$ cat src/rtl/wdt_pkg.sv
package wdt_pkg;

    localparam int ADDR_W = 8;
    localparam int KEY_W  = 16;

    // Register byte offsets decoded by host software.
    localparam logic [ADDR_W-1:0] OFS_CFG   = 8'h10;
    localparam logic [ADDR_W-1:0] OFS_STAT  = 8'h14;
    localparam logic [ADDR_W-1:0] OFS_ISR   = 8'h18;
    localparam logic [ADDR_W-1:0] OFS_IER   = 8'h1C;
    localparam logic [ADDR_W-1:0] OFS_WAKE  = 8'h20;
    localparam logic [ADDR_W-1:0] OFS_CTRL  = 8'h24;
    localparam logic [ADDR_W-1:0] OFS_CNT   = 8'h28;
    localparam logic [ADDR_W-1:0] OFS_LOAD  = 8'h2C;
    localparam logic [ADDR_W-1:0] OFS_TRIG  = 8'h30;
    localparam logic [ADDR_W-1:0] OFS_WPEND = 8'h34;
    localparam logic [ADDR_W-1:0] OFS_KEY   = 8'h48;

    localparam int PEND_BIT = 4;
    localparam int SRST_BIT = 1;

    // Key values for the run-state handshake.
    localparam logic [KEY_W-1:0] KEY_RUN_A  = 16'hBBBB;
    localparam logic [KEY_W-1:0] KEY_RUN_B  = 16'h4444;
    localparam logic [KEY_W-1:0] KEY_HALT_A = 16'hAAAA;
    localparam logic [KEY_W-1:0] KEY_HALT_B = 16'h5555;

    typedef enum logic [1:0] {
        KS_IDLE,
        KS_RUN_ARMED,
        KS_HALT_ARMED
    } key_state_e;

    typedef struct packed {
        key_state_e state;
        logic       run;
    } key_next_t;

    // Next tracker state and run target for one accepted key write.
    function automatic key_next_t key_step(key_state_e st, logic run_now,
                                           logic [KEY_W-1:0] key);
        key_next_t n;
        n.state = KS_IDLE;
        n.run   = run_now;
        case (st)
            KS_IDLE: begin
                if (key == KEY_RUN_A)       n.state = KS_RUN_ARMED;
                else if (key == KEY_HALT_A) n.state = KS_HALT_ARMED;
            end
            KS_RUN_ARMED:  if (key == KEY_RUN_B)  n.run = 1'b1;
            KS_HALT_ARMED: if (key == KEY_HALT_B) n.run = 1'b0;
            default: n.state = KS_IDLE;
        endcase
        return n;
    endfunction

endpackage

$ cat src/rtl/wdt_keyseq.sv
module wdt_keyseq
    import wdt_pkg::*;
#(
    parameter int PEND_CYC = 4
) (
    input  logic             clk,
    input  logic             clr,
    input  logic             wr_en,
    input  logic [KEY_W-1:0] wdata,
    output logic             run_o,
    output logic             pend_o,
    output logic [KEY_W-1:0] last_o
);

    localparam int PW = $clog2(PEND_CYC + 1);

    key_state_e       st_q;
    logic             run_q;
    logic             tgt_q;
    logic [PW-1:0]    pend_q;
    logic [KEY_W-1:0] last_q;
    key_next_t        nxt;
    logic             accept;

    assign accept = wr_en && (pend_q == '0);
    assign nxt    = key_step(st_q, run_q, wdata);

    always_ff @(posedge clk) begin
        if (clr) begin
            st_q   <= KS_IDLE;
            run_q  <= 1'b0;
            tgt_q  <= 1'b0;
            pend_q <= '0;
            last_q <= '0;
        end else if (accept) begin
            st_q   <= nxt.state;
            tgt_q  <= nxt.run;
            pend_q <= PW'(PEND_CYC);
            last_q <= wdata;
        end else if (pend_q != '0) begin
            pend_q <= pend_q - PW'(1);
            if (pend_q == PW'(1)) run_q <= tgt_q;
        end
    end

    assign run_o  = run_q;
    assign pend_o = (pend_q != '0);
    assign last_o = last_q;

endmodule

$ cat src/rtl/wdt_count.sv
module wdt_count #(
    parameter int          W        = 32,
    parameter logic [W-1:0] LOAD_RST = 32'hFFFB_0000
) (
    input  logic         clk,
    input  logic         clr,
    input  logic         run,
    input  logic         tick,
    input  logic         cnt_we,
    input  logic         load_we,
    input  logic         trig,
    input  logic [W-1:0] wdata,
    output logic [W-1:0] cnt_o,
    output logic [W-1:0] load_o,
    output logic         ovf_o
);

    logic [W-1:0] cnt_q;
    logic [W-1:0] load_q;
    logic         ovf_q;

    always_ff @(posedge clk) begin
        if (clr) begin
            cnt_q  <= '0;
            load_q <= LOAD_RST;
            ovf_q  <= 1'b0;
        end else begin
            ovf_q <= 1'b0;
            if (load_we) load_q <= wdata;
            if (cnt_we) begin
                cnt_q <= wdata;
            end else if (trig) begin
                cnt_q <= load_q;
            end else if (run && tick) begin
                if (cnt_q == '1) begin
                    cnt_q <= load_q;
                    ovf_q <= 1'b1;
                end else begin
                    cnt_q <= cnt_q + W'(1);
                end
            end
        end
    end

    assign cnt_o  = cnt_q;
    assign load_o = load_q;
    assign ovf_o  = ovf_q;

endmodule

$ cat src/rtl/wdt_srst.sv
module wdt_srst #(
    parameter int CYC = 3
) (
    input  logic clk,
    input  logic rst,
    input  logic req,
    output logic active_o
);

    localparam int SW = $clog2(CYC + 1);

    logic [SW-1:0] cnt_q;

    always_ff @(posedge clk) begin
        if (rst)                cnt_q <= '0;
        else if (cnt_q != '0)   cnt_q <= cnt_q - SW'(1);
        else if (req)           cnt_q <= SW'(CYC);
    end

    assign active_o = (cnt_q != '0);

endmodule

$ cat src/rtl/wdt_top.sv
module wdt_top
    import wdt_pkg::*;
#(
    parameter int           DW       = 32,
    parameter logic [DW-1:0] LOAD_RST = 32'hFFFB_0000,
    parameter int           PEND_CYC = 4,
    parameter int           SRST_CYC = 3
) (
    input  logic              clk,
    input  logic              rst,
    input  logic              tick_en,
    input  logic              reg_wr,
    input  logic [ADDR_W-1:0] reg_addr,
    input  logic [DW-1:0]     reg_wdata,
    output logic [DW-1:0]     reg_rdata,
    output logic              wdt_rst_o,
    output logic              irq_o
);

    logic             srst_act;
    logic             clr;
    logic             run_w;
    logic             pend_w;
    logic [KEY_W-1:0] key_last;
    logic [DW-1:0]    cnt_w;
    logic [DW-1:0]    load_w;
    logic             ovf_w;
    logic             key_we, cnt_we, load_we, trig_we;
    logic             cfg_we, isr_we, ier_we, wake_we, ctrl_we;

    logic [DW-1:0]    cfg_q;
    logic [DW-1:0]    ctrl_q;
    logic             isr_q;
    logic             ier_q;
    logic             wake_q;

    assign clr = rst | srst_act;

    assign cfg_we  = reg_wr && (reg_addr == OFS_CFG);
    assign isr_we  = reg_wr && (reg_addr == OFS_ISR);
    assign ier_we  = reg_wr && (reg_addr == OFS_IER);
    assign wake_we = reg_wr && (reg_addr == OFS_WAKE);
    assign ctrl_we = reg_wr && (reg_addr == OFS_CTRL);
    assign cnt_we  = reg_wr && (reg_addr == OFS_CNT);
    assign load_we = reg_wr && (reg_addr == OFS_LOAD);
    assign trig_we = reg_wr && (reg_addr == OFS_TRIG);
    assign key_we  = reg_wr && (reg_addr == OFS_KEY);

    wdt_srst #(.CYC(SRST_CYC)) srst_i (
        .clk      (clk),
        .rst      (rst),
        .req      (cfg_we && reg_wdata[SRST_BIT]),
        .active_o (srst_act)
    );

    wdt_keyseq #(.PEND_CYC(PEND_CYC)) keyseq_i (
        .clk    (clk),
        .clr    (clr),
        .wr_en  (key_we),
        .wdata  (reg_wdata[KEY_W-1:0]),
        .run_o  (run_w),
        .pend_o (pend_w),
        .last_o (key_last)
    );

    wdt_count #(.W(DW), .LOAD_RST(LOAD_RST)) count_i (
        .clk     (clk),
        .clr     (clr),
        .run     (run_w),
        .tick    (tick_en),
        .cnt_we  (cnt_we),
        .load_we (load_we),
        .trig    (trig_we),
        .wdata   (reg_wdata),
        .cnt_o   (cnt_w),
        .load_o  (load_w),
        .ovf_o   (ovf_w)
    );

    always_ff @(posedge clk) begin
        if (clr) begin
            cfg_q  <= '0;
            ctrl_q <= '0;
            isr_q  <= 1'b0;
            ier_q  <= 1'b0;
            wake_q <= 1'b0;
        end else begin
            if (cfg_we)  cfg_q  <= reg_wdata & ~(DW'(1) << SRST_BIT);
            if (ctrl_we) ctrl_q <= reg_wdata;
            if (ier_we)  ier_q  <= reg_wdata[0];
            if (wake_we) wake_q <= reg_wdata[0];
            if (ovf_w)                      isr_q <= 1'b1;
            else if (isr_we && reg_wdata[0]) isr_q <= 1'b0;
        end
    end

    always_comb begin
        reg_rdata = '0;
        case (reg_addr)
            OFS_CFG:   begin
                reg_rdata           = cfg_q;
                reg_rdata[SRST_BIT] = srst_act;
            end
            OFS_STAT:  reg_rdata[0] = ~srst_act;
            OFS_ISR:   reg_rdata[0] = isr_q;
            OFS_IER:   reg_rdata[0] = ier_q;
            OFS_WAKE:  reg_rdata[0] = wake_q;
            OFS_CTRL:  reg_rdata = ctrl_q;
            OFS_CNT:   reg_rdata = cnt_w;
            OFS_LOAD:  reg_rdata = load_w;
            OFS_WPEND: reg_rdata[PEND_BIT] = pend_w;
            OFS_KEY:   reg_rdata[KEY_W-1:0] = key_last;
            default:   reg_rdata = '0;
        endcase
    end

    assign wdt_rst_o = ovf_w;
    assign irq_o     = isr_q & ier_q;

endmodule

$ cat config.mk
export PLATFORM = sky130hd
export DESIGN_NAME = wdt_top
export DESIGN_NICKNAME = d
export VERILOG_FILES = /design/src/rtl/wdt_pkg.sv /design/src/rtl/wdt_keyseq.sv /design/src/rtl/wdt_count.sv /design/src/rtl/wdt_srst.sv /design/src/rtl/wdt_top.sv
export SDC_FILE = /design/constraint.sdc
export NUM_CORES = 1
export LEC_CHECK = 0
export BUFFER_PORTS_ARGS = -buffer_cell sky130_fd_sc_hd__buf_2
export CAP_MARGIN = 20
export CORE_UTILIZATION = 46
export CTS_CLUSTER_SIZE = 12
export DETAILED_ROUTE_END_ITERATION = 8
export HOLD_SLACK_MARGIN = 0.15
export PLACE_DENSITY_LB_ADDON = 0.12
export SKIP_CTS_REPAIR_TIMING = 1
export SLEW_MARGIN = 20
export SYNTH_ARGS = -nofsm -noshare
export SYNTH_HDL_FRONTEND = slang
export SYNTH_SLANG_ARGS = --single-unit
$ cat constraint.sdc
create_clock -name clk -period 3.2 [get_ports clk]
set_input_delay 0.64 -clock clk [delete_from_list [all_inputs] [get_ports clk]]
set_output_delay 0.64 -clock clk [all_outputs]
set_load 0.005 [all_outputs]
# After elaboration in Yosys (flattened, before gate mapping)
# Cells that the tools add are included.
# word_totals
out_inout_bits	34
elab_cells	88
regBits	156
inputBits	44
# classes
n_bitwise	5
eq_ne	19
reduce_logical	24
n_mux	22
n_addsub	3
# ops
operator	n
$mux W32	4
$pmux W16 S4	1
$pmux W11 S5	1
$eq A8 B6 Y1 const B	6
$add A32 B1 Y32 const B	1
$eq A16 B15 Y1 const B	2
$eq A16 B16 Y1 const B	2
$eq A32 B32 Y1 const B	1
$eq A8 B5 Y1 const B	4
$pmux W3 S5	1
$logic_and A1 B1 Y1	13
$mux W2	5
$pmux W1 S9	1
$eq A8 B7 Y1 const B	1
$reduce_bool A2 Y1	4
$mux W3	2
$pmux W1 S6	1
$reduce_bool A3 Y1	2
$mux W1	5
$reduce_or A4 Y1	1
$eq A3 B1 Y1 const B	1
$logic_not A3 Y1	1
$not A1 Y1	3
$reduce_and A3 Y1	1
other kinds (9)	9

# Depth between registers and ports, before layout
# depth
word_depth	5
mapped_depth	8
mapped_depth_nobuf	7

# Hierarchy
# A second synthesis with hierarchy kept.
# unflattened
hier_cells	990
hier_area_um2	8151.6
# by_module_without_submodules
mod	seq_area_each_um2	cells_each	area_each_um2	n_inst
wdt_count	1301.2	438	3548.4	1
wdt_top	1321.3	451	3523.4	1
wdt_keyseq	460.4	90	979.7	1
wdt_srst	40.0	11	100.1	1

# Worst setup path after synthesis
# OpenSTA, ideal clock, no wires.
# synth_path
kind	input to output
start	in reg_addr[4]
end	out reg_rdata[10]
setup_slack_ns	0.330
cell_stages	6
t_arrival_ns	2.230
n_path_buf	2
required_ns	2.560
cell_sequence	clkbuf_1 or4b_1 nor3b_2 clkbuf_1 a22oi_1 nand2_1
# synth_via
elab_chain_len	2
word_cells_on_any_way	6
cone_classes	eq/ne (5); mux (1)
# synth_rtl
element	line	text
start, declared	wdt_top.sv:13	input logic [ADDR_W-1:0] reg_addr,
$eq A8 B7 Y1, or another cell as far along	wdt_top.sv:99	case (reg_addr)
$pmux W11 S5 *	wdt_top.sv:99	
end, declared	wdt_top.sv:15	output logic [DW-1:0] reg_rdata,
# Mark *: on every way between the ends. The rest lies on a longest branch, timed or not.

# Worst setup path in the final report
# layout_path
start	in reg_addr[3]
end	out reg_rdata[0]
# layout_via
elab_chain_len	2
word_cells_on_any_way	10
cone_classes	eq/ne (9); mux (1)
# layout_rtl
element	line
$eq A8 B7 Y1, or another cell as far along	wdt_top.sv:99
$pmux W1 S9 *	wdt_top.sv:99
# Marked as above.

==> results.json <==
{
  "clock-root-buffer": "clkbuf_16",
  "fmax_ghz": 0.3362,
  "postRouteAntennaNets": 0,
  "cp.required_ps": 2560,
  "core-area_mm2": 0.01612,
  "crit_type": "input pin to output port",
  "clk_latency_ps": 420,
  "slowest_stage": "or4b_1",
  "finalHoldViolCount": 0,
  "clk_pin_slew_worst_paths_ps": 60,
  "synth_cells": 974,
  "final_util_pct": 56.06,
  "crit_cells": 7,
  "final_cell_mix": "nand2_1, dfxtp_1, a21oi_1",
  "num_vias": 7530,
  "r2r_cells": 8,
  "grt_pass1_vias": 6895,
  "pin_count": 78,
  "synth_nets": 1026,
  "grt_max_degree": 109,
  "start_kind": "input pin",
  "cts_made_buffers": 17,
  "die_w_um": 131.3,
  "ys_seq_elements": 156,
  "synth_edf_count": 0,
  "antenna_cells": 0,
  "cts_tree": "done",
  "finClkSkew_ps": 8.085,
  "crit_fanout": 17,
  "numPortBuffers": 77,
  "via_per_inst": 5.976,
  "finalSetupViolCount": 0,
  "layout_commonest_cell": "nand2_1",
  "fillers": 1520,
  "drive_gt1_share_pct": 15.04,
  "register_area_mm2": 0.003123,
  "holdWs_ps": 455.0,
  "syn_avg_cell_area_um2": 7.899,
  "worstPathArrival_ps": 2330,
  "yosysWarnings": 0,
  "relSlewSlack_pct": 44.99,
  "cap_violations": 0,
  "groute.usage.overall_pct": 27.21,
  "wl_um": 23170,
  "gp_congestion": 0.8612,
  "drc": 0,
  "power_density_mw_per_mm2": 524.8,
  "synth.distinct_cells": 58,
  "synth_top_flop_cell": "dfxtp_1",
  "grt_setup_unrepaired": "false",
  "drt_first_pass_iters": 9,
  "worst_pin_slew_ps": 821.3,
  "crit_top_cell": "buf_2",
  "period_needed_ps": 2975,
  "clk_path_buf_depth": 2,
  "synthesis.area_mm2": 0.007694,
  "dp_hpwl_um": 15380,
  "first_iter_violations": 1040,
  "final_max_slew_viol_count": 0,
  "dieArea_mm2": 0.01725,
  "cp_num_buf_inv": 3,
  "run_status": "finished, final reports clean",
  "finalNetCount": 1083,
  "crit_chain": "buf_2, or4b_1, nor4_4, buf_4, a222oi_1, nand3_1, buf_2",
  "grt_pass1_wl_um": 37630,
  "routedWlPerCell_um": 18.39,
  "peakVddDrop_v": 0.0004356,
  "path_delay_family": "simple AND/OR/NAND/NOR gates",
  "timing.final.crit_share_pct": 92.96,
  "start_util_pct": 47.74,
  "timing.setup.tns_ps": 0,
  "p_leak_nw": 3.398,
  "grt_antenna_before_repair": 0,
  "yosysSeqAreaShare_pct": 40.59,
  "min_path_type": "flip-flop to flip-flop",
  "cts.htree.levels": 4,
  "cpPeakStageDelay_ps": 550,
  "end_kind": "output port",
  "synthArstFlopShare_pct": 0,
  "gr-total-overflow": 0,
  "area_growth_pct": 17.42,
  "multi_input_area_mm2": 0.004269,
  "hold_depth": 2,
  "rows": 46,
  "die_y_um": 131.3,
  "clock_sinks": 156
}
[synth_stat cells (2+ instances only)]
cell,number,share of area (%)
buf_1,2,0.098
nor4b_1,6,0.68
nor2_1,39,1.9
o22ai_1,2,0.16
mux2i_1,28,3.6
a31oi_1,3,0.24
nand2_1,260,13
xor2_1,15,1.7
and4_1,3,0.34
nand3_1,43,2.8
o31ai_1,5,0.49
o21a_1,2,0.20
a221oi_1,6,0.68
a22oi_1,27,2.6
a31o_2,3,0.34
mux2_2,2,0.29
a21oi_1,88,5.7
or4_1,6,0.59
ha_1,8,1.3
inv_1,11,0.54
nor3_1,24,1.6
buf_2,10,0.65
nand3b_1,3,0.29
and2_1,9,0.73
or3_1,3,0.24
xnor2_1,8,0.91
a21o_1,3,0.29
o31a_1,3,0.34
o32ai_1,2,0.23
or4b_1,2,0.26
nand4_1,14,1.1
o221ai_1,17,1.9
nor4_4,2,0.55
and3_1,9,0.73
o311ai_0,3,0.34
o211ai_1,4,0.39
o21ai_0,9,0.59
nand2b_1,4,0.33
clkbuf_1,64,3.1
a222oi_1,27,3.5
nor3b_1,2,0.20
dfxtp_1,156,41
nor4_1,4,0.33
a211oi_1,18,1.8
a32o_1,2,0.26
[final cells by class]
class | count | area share, %
multi-input combinational | 731 | 47.26
sequential | 156 | 34.57
timing repair buffer | 114 | 7.895
clock buffer | 21 | 4.986
tap | 216 | 2.992
clock inverter | 11 | 1.842
inverter | 11 | 0.4571
[path summary, 6_finish.rpt]
check / from / to / slack [ps]
worst max-delay path: reg_addr[3] / reg_rdata[0] / 230
worst min-delay path: cfg_q[16] / cfg_q[16] / 450
worst max register to register: count_i.cnt_o[0] / count_i.cnt_o[24] / 600
worst min register to register: cfg_q[16] / cfg_q[16] / 450
[cells by family (layout without fill, tap and decap cells)]
family / after synthesis / after routing / share of synthesized area [%]
AO/OA/AOI/OAI: 230 / 230 / 20.83
XOR/XNOR: 23 / 23 / 2.618
adder cells (fa/ha/maj): 8 / 8 / 1.301
buffers and inverters: 87 / 157 / 4.407
flip-flops: 156 / 156 / 40.59
multiplexers: 30 / 30 / 3.936
AND/OR/NAND/NOR: 440 / 440 / 26.31
[sequential cells by signal (all words and copies together) (netlist names)]
register and count:
count_i.cnt_o 32, count_i.load_o 32, ctrl_q 32, cfg_q 31, keyseq_i.last_o 16, keyseq_i.pend_q 3
keyseq_i.st_q 2, srst_i.cnt_q 2, count_i.ovf_o 1, ier_q 1, isr_q 1, keyseq_i.run_o 1
keyseq_i.tgt_q 1, wake_q 1
[where the power goes]
part | internal (mW) | total, mW | switching, mW
Combinational | 0.166 | 0.612 | 0.445
Sequential | 1.97 | 1.99 | 0.0210
Clock | 1.32 | 2.14 | 0.811
[worst min-delay path, delay by kind of cell, from the launching register on]
family	cells	cell delay, ps
compound gates	1	50
simple gates	1	50
flops	1	310
[metal layers]
metal / vias to the layer above / wire length (um) / track usage (%)
met4: 0 / 315 / 8.463
li1: 3652 / - / -
met1: 3557 / 11050 / 39.20
met5: - / 0 / 0
met2: 296 / 10310 / 41.16
met3: 25 / 1500 / 4.668
[stage by stage]
stage	cell area [um^2]	power, mW	instances	setup slack (ps)
floorplan	7694	2.425	974	329.5
global placement	8417	2.645	1228	278.5
detailed placement	8417	2.643	1228	256.1
CTS	9034	4.776	1260	249.4
global route	9034	4.920	1260	128.3
finish	9034	4.740	1260	225.4
Note: power is estimated with default switching activity, not from simulation.
